<file path="src/rtl/sic_pkg.sv">
package sic_pkg;
  localparam int ADDR_W = 3;

  typedef enum logic [ADDR_W-1:0] {
    REG_PEND  = 3'd0,
    REG_ENA   = 3'd1,
    REG_ROUTE = 3'd2,
    REG_SENSE = 3'd3,
    REG_MODE  = 3'd4,
    REG_MPEND = 3'd5
  } sic_reg_e;
endpackage

</file>
<file path="src/rtl/sic_detect.sv">
module sic_detect #(
  parameter int NSRC = 32
) (
  input  logic            clk_i,
  input  logic            rst_ni,
  input  logic [NSRC-1:0] src_i,
  input  logic [NSRC-1:0] sense_i,
  input  logic [NSRC-1:0] mode_i,
  output logic [NSRC-1:0] set_o
);
  logic [NSRC-1:0] src_bits;
  logic [NSRC-1:0] prev_q;
  logic [NSRC-1:0] prev_d;

  // source n lands on register bit NSRC-1-n
  for (genvar g = 0; g < NSRC; g++) begin : g_map
    assign src_bits[NSRC-1-g] = src_i[g];
  end

  assign prev_d = src_bits;

  always_ff @(posedge clk_i or negedge rst_ni) begin
    if (!rst_ni) prev_q <= '0;
    else         prev_q <= prev_d;
  end

  for (genvar b = 0; b < NSRC; b++) begin : g_bit
    logic at_level;
    logic moved;
    always_comb begin
      at_level = (src_bits[b] == sense_i[b]);
      moved    = (src_bits[b] != prev_q[b]);
      set_o[b] = mode_i[b] ? (at_level & moved) : at_level;
    end
  end
endmodule

</file>
<file path="src/rtl/sic_regs.sv">
module sic_regs
  import sic_pkg::*;
#(
  parameter int NSRC = 32
) (
  input  logic              clk_i,
  input  logic              rst_ni,
  input  logic              wr_i,
  input  logic              rd_i,
  input  logic [ADDR_W-1:0] addr_i,
  input  logic [NSRC-1:0]   wdata_i,
  input  logic [NSRC-1:0]   set_i,
  output logic [NSRC-1:0]   pend_o,
  output logic [NSRC-1:0]   ena_o,
  output logic [NSRC-1:0]   route_o,
  output logic [NSRC-1:0]   sense_o,
  output logic [NSRC-1:0]   mode_o,
  output logic [NSRC-1:0]   rdata_o
);
  logic [NSRC-1:0] pend_q, pend_d;
  logic [NSRC-1:0] ena_q, ena_d;
  logic [NSRC-1:0] route_q, route_d;
  logic [NSRC-1:0] sense_q, sense_d;
  logic [NSRC-1:0] mode_q, mode_d;
  logic [NSRC-1:0] rdata_q, rdata_d;
  logic [NSRC-1:0] clr_mask;
  sic_reg_e        sel;

  assign sel = sic_reg_e'(addr_i);

  always_comb begin
    clr_mask = (wr_i && sel == REG_PEND) ? wdata_i : '0;
    // set has priority over the clear of the same cycle
    pend_d   = (pend_q & ~clr_mask) | set_i;
    ena_d    = (wr_i && sel == REG_ENA)   ? wdata_i : ena_q;
    route_d  = (wr_i && sel == REG_ROUTE) ? wdata_i : route_q;
    sense_d  = (wr_i && sel == REG_SENSE) ? wdata_i : sense_q;
    mode_d   = (wr_i && sel == REG_MODE)  ? wdata_i : mode_q;
    case (sel)
      REG_PEND:  rdata_d = pend_q;
      REG_ENA:   rdata_d = ena_q;
      REG_ROUTE: rdata_d = route_q;
      REG_SENSE: rdata_d = sense_q;
      REG_MODE:  rdata_d = mode_q;
      REG_MPEND: rdata_d = pend_q & ena_q;
      default:   rdata_d = '0;
    endcase
  end

  always_ff @(posedge clk_i or negedge rst_ni) begin
    if (!rst_ni) begin
      pend_q  <= '0;
      ena_q   <= '0;
      route_q <= '0;
      sense_q <= '1;
      mode_q  <= '0;
      rdata_q <= '0;
    end else begin
      pend_q  <= pend_d;
      ena_q   <= ena_d;
      route_q <= route_d;
      sense_q <= sense_d;
      mode_q  <= mode_d;
      if (rd_i) rdata_q <= rdata_d;
    end
  end

  assign pend_o  = pend_q;
  assign ena_o   = ena_q;
  assign route_o = route_q;
  assign sense_o = sense_q;
  assign mode_o  = mode_q;
  assign rdata_o = rdata_q;
endmodule

</file>
<file path="src/rtl/sic_prio.sv">
module sic_prio #(
  parameter int NSRC = 32,
  localparam int ID_W = $clog2(NSRC)
) (
  input  logic [NSRC-1:0] mpend_i,
  output logic            valid_o,
  output logic [ID_W-1:0] id_o
);
  // walk from the least urgent source to the most urgent; the last hit wins
  always_comb begin
    valid_o = 1'b0;
    id_o    = '0;
    for (int n = NSRC - 1; n >= 0; n--) begin
      if (mpend_i[NSRC-1-n]) begin
        valid_o = 1'b1;
        id_o    = ID_W'(n);
      end
    end
  end
endmodule

</file>
<file path="src/rtl/sense_irq_ctrl.sv">
module sense_irq_ctrl
  import sic_pkg::*;
#(
  parameter int NSRC = 32,
  localparam int ID_W = $clog2(NSRC)
) (
  input  logic              clk_i,
  input  logic              rst_ni,
  input  logic [NSRC-1:0]   irq_src_i,
  input  logic              reg_wr_i,
  input  logic              reg_rd_i,
  input  logic [ADDR_W-1:0] reg_addr_i,
  input  logic [NSRC-1:0]   reg_wdata_i,
  output logic [NSRC-1:0]   reg_rdata_o,
  output logic              irq_norm_o,
  output logic              irq_crit_o,
  output logic              top_valid_o,
  output logic [ID_W-1:0]   top_id_o
);
  logic [NSRC-1:0] set_bits;
  logic [NSRC-1:0] status_q;
  logic [NSRC-1:0] enable_q;
  logic [NSRC-1:0] route_q;
  logic [NSRC-1:0] sense_q;
  logic [NSRC-1:0] mode_q;
  logic [NSRC-1:0] mpend;
  logic            norm_d, crit_d;
  logic            norm_q, crit_q;

  sic_detect #(.NSRC(NSRC)) u_detect (
    .clk_i   (clk_i),
    .rst_ni  (rst_ni),
    .src_i   (irq_src_i),
    .sense_i (sense_q),
    .mode_i  (mode_q),
    .set_o   (set_bits)
  );

  sic_regs #(.NSRC(NSRC)) u_regs (
    .clk_i   (clk_i),
    .rst_ni  (rst_ni),
    .wr_i    (reg_wr_i),
    .rd_i    (reg_rd_i),
    .addr_i  (reg_addr_i),
    .wdata_i (reg_wdata_i),
    .set_i   (set_bits),
    .pend_o  (status_q),
    .ena_o   (enable_q),
    .route_o (route_q),
    .sense_o (sense_q),
    .mode_o  (mode_q),
    .rdata_o (reg_rdata_o)
  );

  assign mpend = status_q & enable_q;

  sic_prio #(.NSRC(NSRC)) u_prio (
    .mpend_i (mpend),
    .valid_o (top_valid_o),
    .id_o    (top_id_o)
  );

  always_comb begin
    norm_d = |(mpend & ~route_q);
    crit_d = |(mpend & route_q);
  end

  always_ff @(posedge clk_i or negedge rst_ni) begin
    if (!rst_ni) begin
      norm_q <= 1'b0;
      crit_q <= 1'b0;
    end else begin
      norm_q <= norm_d;
      crit_q <= crit_d;
    end
  end

  assign irq_norm_o = norm_q;
  assign irq_crit_o = crit_q;
endmodule

</file>
<file path="config.mk">
export PLATFORM = sky130hd
export DESIGN_NAME = sense_irq_ctrl
export DESIGN_NICKNAME = d
export VERILOG_FILES = /design/src/rtl/sic_pkg.sv /design/src/rtl/sic_detect.sv /design/src/rtl/sic_regs.sv /design/src/rtl/sic_prio.sv /design/src/rtl/sense_irq_ctrl.sv
export SDC_FILE = /design/constraint.sdc
export NUM_CORES = 1
export LEC_CHECK = 0
export ABC_CLOCK_PERIOD_IN_PS = 2550
export BUFFER_PORTS_ARGS = -buffer_cell sky130_fd_sc_hd__buf_2
export CAP_MARGIN = 25
export CELL_PAD_IN_SITES_DETAIL_PLACEMENT = 1
export CELL_PAD_IN_SITES_GLOBAL_PLACEMENT = 2
export CORE_MARGIN = 8
export CORE_UTILIZATION = 41
export CTS_BUF_LIST = sky130_fd_sc_hd__clkbuf_4 sky130_fd_sc_hd__clkbuf_8
export CTS_CLUSTER_SIZE = 20
export DETAILED_ROUTE_END_ITERATION = 16
export PLACE_DENSITY = 0.86
export SLEW_MARGIN = 15
export SYNTH_ARGS = -nofsm -noshare
export SYNTH_HDL_FRONTEND = slang
export SYNTH_SLANG_ARGS = --single-unit
export TNS_END_PERCENT = 10
</file>
<file path="constraint.sdc">
create_clock -name clk_i -period 2.55 [get_ports clk_i]
set_clock_uncertainty 0.05 [all_clocks]
set_input_delay 0.51 -clock clk_i [delete_from_list [all_inputs] [get_ports clk_i]]
set_output_delay 0.51 -clock clk_i [all_outputs]
set_load 0.02 [all_outputs]
</file>
=== Word-level counts from Yosys, hierarchy flattened ===
Index checks and enable logic that the tools add are counted.

* Eq/ne operators: 69
* Muxes and demuxes: 98
* Bitwise gates (word level): 39
* Reductions and logical operators: 8

{| class="wikitable"
|+ Operators with widths
! kind !! number
|-
| $pmux W32 S6 || 1
|-
| $mux W5 || 32
|-
| $and A32 B32 Y32 || 4
|-
| $mux W1 || 64
|-
| $not A32 Y32 || 2
|-
| $reduce_or A32 Y1 || 2
|-
| $and A1 B1 Y1 || 32
|-
| $eq A1 B1 Y1 || 32
|-
| $mux W32 || 1
|-
| $ne A1 B1 Y1 || 32
|-
| $or A32 B32 Y32 || 1
|-
| $eq A3 B2 Y1 const B || 2
|-
| $eq A3 B3 Y1 const B || 2
|-
| $logic_and A1 B1 Y1 || 5
|-
| $eq A3 B1 Y1 const B || 1
|-
| $logic_not A3 Y1 || 1
|}

* Register bits: 226
* Input bits: 71
* Output and inout port bits: 40

=== Depth between registers and ports, before layout ===
* Depth in word-level cells: 33
* Gate-level depth with buffers: 8
* Mapped depth without buffers: 5

=== Cells and area by module ===
Synthesis repeated with hierarchy kept, for this count alone.

* Cell total of the unflattened synthesis: 1,035
* Area total of the unflattened synthesis: 11,357.1 um2

{| class="wikitable"
|+ By module, submodules not included
! module !! instances !! cells each !! area each (um2)
|-
| sic_regs || 1 || 703 || 8,728.4
|-
| sic_detect || 1 || 159 || 1,637.8
|-
| sense_irq_ctrl || 1 || 108 || 620.6
|-
| sic_prio || 1 || 65 || 370.4
|}

=== Worst setup path before layout ===
No wires, ideal clock.

* Path type: register to output
* From: reg u_regs.pend_q[30], in the netlist u_regs.pend_o[30]
* To: out top_id_o[4]
* Data arrival time: 1.714 ns
* Setup slack: 0.276 ns
* Stages on the path, launching flop included: 6
* Buffers on the path: 0
* Cells stage by stage: dfrtp_1 -> nand2_1 -> nand2_1 -> or4_1 -> nor3_1 -> nor2b_1

* Word-level cells in the longest chain between the ends: 3

{| class="wikitable"
|+ Ends and longest elaborated chain
! item !! line !! source
|-
| from (decl) || sic_regs.sv:20 || <nowiki>logic [NSRC-1:0] pend_q, pend_d;</nowiki>
|-
| from (signal assigned) || sic_regs.sv:59 || <nowiki>pend_q <= pend_d;</nowiki>
|-
| $and A32 B32 Y32 || sense_irq_ctrl.sv:55 || <nowiki>assign mpend = status_q & enable_q;</nowiki>
|-
| $mux W5 (2 in a row) || sic_prio.sv:14 || <nowiki>if (mpend_i[NSRC-1-n]) begin</nowiki>
|-
| to (decl) || sense_irq_ctrl.sv:18 || <nowiki>output logic [ID_W-1:0] top_id_o</nowiki>
|}

No other way between the ends.

=== Worst setup path in the final report ===
* From: reg u_regs.ena_q[3], in the netlist u_regs.ena_o[3]
* To: out top_id_o[2]

* Word-level cells in the longest chain between the ends: 30

{| class="wikitable"
|+ Ends and longest elaborated chain
! item !! line !! source
|-
| from (decl) || sic_regs.sv:21 || <nowiki>logic [NSRC-1:0] ena_q, ena_d;</nowiki>
|-
| from (signal assigned) || sic_regs.sv:60 || <nowiki>ena_q <= ena_d;</nowiki>
|-
| $and A32 B32 Y32 || sense_irq_ctrl.sv:55 ||
|-
| $mux W5 (29 in a row) || sic_prio.sv:14 ||
|}

No other way between the ends.

==> flow_summary.json <==
{
  "syn2layout_area_growth_pct": 22.2,
  "die_w_microns": 180,
  "power.share.clock": 0.326,
  "crit_end": "top_id_o[2]",
  "seq_power_share": 0.438,
  "synth_top_family_by_area": "compound AO/OA/AOI/OAI gates",
  "cp_max_fo": 5,
  "clk_pin_slew_ps": 60,
  "synth_adder_area_share": 0,
  "drive_above_1_share": 0.368,
  "vias_per_cell": 5.86,
  "clock.fmax_ghz": 0.358,
  "antenna_left": 0,
  "rsz0062_at_grt": "yes",
  "hp-start": "irq_src_i[18]",
  "cts_max_path_buffers": 3,
  "rr_worst_depth": 5,
  "num_rows": 60,
  "netSwitchingFraction": 0.317,
  "antenna_found_initial": 1,
  "dieArea_sq_um": 32500,
  "io_pins": 111,
  "pwr-share-comb": 0.235,
  "yosysTopAreaCell": "dfrtp_1",
  "final_util": 0.505,
  "cts_made_buffers": 41,
  "vdd_drop_max_v": 0.000394,
  "ys_top_cells_by_area": "dfrtp_1 44%, mux2_2 13%, dfstp_2 7.6%",
  "p_leak_nw": 5.66,
  "rr_endpoint": "irq_crit_o",
  "power.switching_w": 0.00356,
  "finalSetupViolations": 6,
  "drv_cap": 0,
  "violations": "negative setup slack",
  "synthCells": 1001,
  "nFillCells": 2905,
  "synth-main-ff-cell": "dfrtp_1",
  "synth_top_area_frac": 0.439,
  "relSlewSlack": 0.615,
  "dp_cells": 1459,
  "status": "finished, violations left",
  "synth_area_sq_um": 11100,
  "slew_viol_final": 0,
  "worst_slack_ps": -242,
  "grt.total_usage": 0.217,
  "final_common_cell": "dfrtp_1",
  "gp_congestion": 0.900,
  "coreArea_sq_um": 26700,
  "cp.arrival_ps": 2230,
  "io_buffers": 110,
  "yosys_warnings": 0,
  "synth_simple_gate_area_frac": 0.101,
  "final_cell_mix": "189 x dfrtp_1, 124 x mux2_2, 107 x nand2_1",
  "dpl.hpwl_microns": 25100,
  "synth-xor-area-share": 0.0349,
  "routedWlPerCell_microns": 23.0,
  "startpoint_type": "register",
  "vias": 9036,
  "finalHoldViolations": 0,
  "synth_cell_types": 51,
  "nets": 1239,
  "drc": 0,
  "worst_pin_slew_ps": 571,
  "fin_crit_ps": 2790,
  "htree_num_levels": 2,
  "critPathKind": "reg2out",
  "r2r-start": "u_regs.ena_o[2]",
  "avgSynthCellArea_sq_um": 11.0,
  "routed_wirelength_microns": 35400,
  "synthMuxAreaShare": 0.155,
  "post-route-period-util": 1.09,
  "cp.required_ps": 1990,
  "reg2reg_slack_ps": 410,
  "drt_iter0_markers": 592,
  "die_height_microns": 180,
  "end_kind": "primary output",
  "hold_class": "in2reg",
  "diodes": 0,
  "grt_pass1_wl_microns": 56500,
  "insertion_delay_ps": 550,
  "grt_pass1_vias": 9901,
  "initial_utilization": 0.414,
  "tns_ps": -1050,
  "pre_cts_slack_ps": 106,
  "cp-startpoint": "u_regs.ena_o[3]",
  "finalNonFillerCells": 1541,
  "synth-compound-area-share": 0.168,
  "cts.sinks": 226,
  "p_int_w": 0.00768,
  "root_buffer": "clkbuf_8",
  "synthArstFlopShare": 1.00,
  "synth-edff-count": 0,
  "powerDensity_nw_per_um2": 832,
  "grt_overflow_total": 0,
  "syn_nets": 1072,
  "ys_ff_latch": 226,
  "yosysSeqAreaShare": 0.515,
  "cts_tree": "built",
  "first_pass_iters": 5,
  "timing.hold.ws_ps": 53.4,
  "grt_max_degree": 57
}
cell families (layout without fill, tap and decap cells):
| group | Yosys count | in the layout |
|---|---|---|
| buf+inv | 60 | 259 |
| flops | 226 | 226 |
| simple gates | 240 | 240 |
| xor+xnor | 44 | 44 |
| compound gates | 276 | 276 |
| mux | 155 | 155 |
metrics by stage:
stage	area (sq um)	power, W
final	13500	0.0112
after global routing	13500	0.0118
after CTS	13500	0.0113
after detailed placement	12400	0.00749
after global placement	12400	0.00738
after floorplan	11100	0.00637
worst min-delay path by stage:
stage	slack [ps]	end	cells after the start
2_1_floorplan	160	irq_crit_o	0
3_3_place_gp	400	u_regs.rdata_o[24]	1
3_5_place_dp	410	u_regs.rdata_o[26]	1
4_1_cts	30	u_detect.prev_q[23]	1
5_1_grt	30	u_detect.prev_q[12]	1
6_report	50	u_detect.prev_q[13]	1
flip-flops by register name, indices dropped and copies added (netlist names):
name             count
u_regs.route_o      32
u_regs.sense_o      32
u_regs.rdata_o      32
u_regs.pend_o       32
irq_norm_o           1
u_regs.ena_o        32
u_regs.mode_o       32
irq_crit_o           1
u_detect.prev_q     32
critical path: stages (launching register included):
cell,delay [ps]
dfrtp_1,450
a22oi_2,310
a311oi_2,170
o21ba_2,240
o21bai_1,170
a211oi_2,90
buf_4,150
buf_6,120
power groups by stage:
stage / logic [W] / clock network, W / registers (W)
2_1_floorplan: 0.00151 / 0 / 0.00486
3_3_place_gp: 0.00246 / 0 / 0.00492
3_5_place_dp: 0.00253 / 0 / 0.00497
4_1_cts: 0.00262 / 0.00375 / 0.00490
5_1_grt: 0.00288 / 0.00390 / 0.00501
6_report: 0.00265 / 0.00367 / 0.00492
repair_timing:
item                                    CTS  global route
hold buffers                              1             0
pin swaps                                 7             0
gates resized for setup                  22            15
endpoints found under the setup margin    6             6
setup buffers                             5             1
endpoints found under the hold margin    46             0
synth_stat cells (24+ instances only):
master,number
o21ai_0,36
mux2i_1,26
o211ai_1,25
mux2_2,124
nor2_1,31
nand2_1,112
dfstp_2,32
a21oi_1,62
o221ai_1,25
buf_2,24
dfrtp_1,194
nand3_1,41
area by class of cell:
type | count | area (sq um) | share of cell area
sequential | 226 | 5700 | 0.422
multi-input combinational | 715 | 5200 | 0.385
timing repair buffer | 174 | 1240 | 0.0915
clock buffer | 73 | 886 | 0.0656
tap | 341 | 427 | 0.0316
inverter | 10 | 37.5 | 0.00278
clock inverter | 2 | 12.5 | 0.000926
routing by layer:
layer	wire, microns	part of all wire	global-route usage	up-vias
met3	1510	0.043	0.0399	69
met2	16500	0.47	0.342	228
met5	13	0.00037	0	-
met1	16400	0.46	0.293	4699
met4	1000	0.028	0.0800	2
li1	-	-	-	4038
Power figures use the tool's default switching activity.
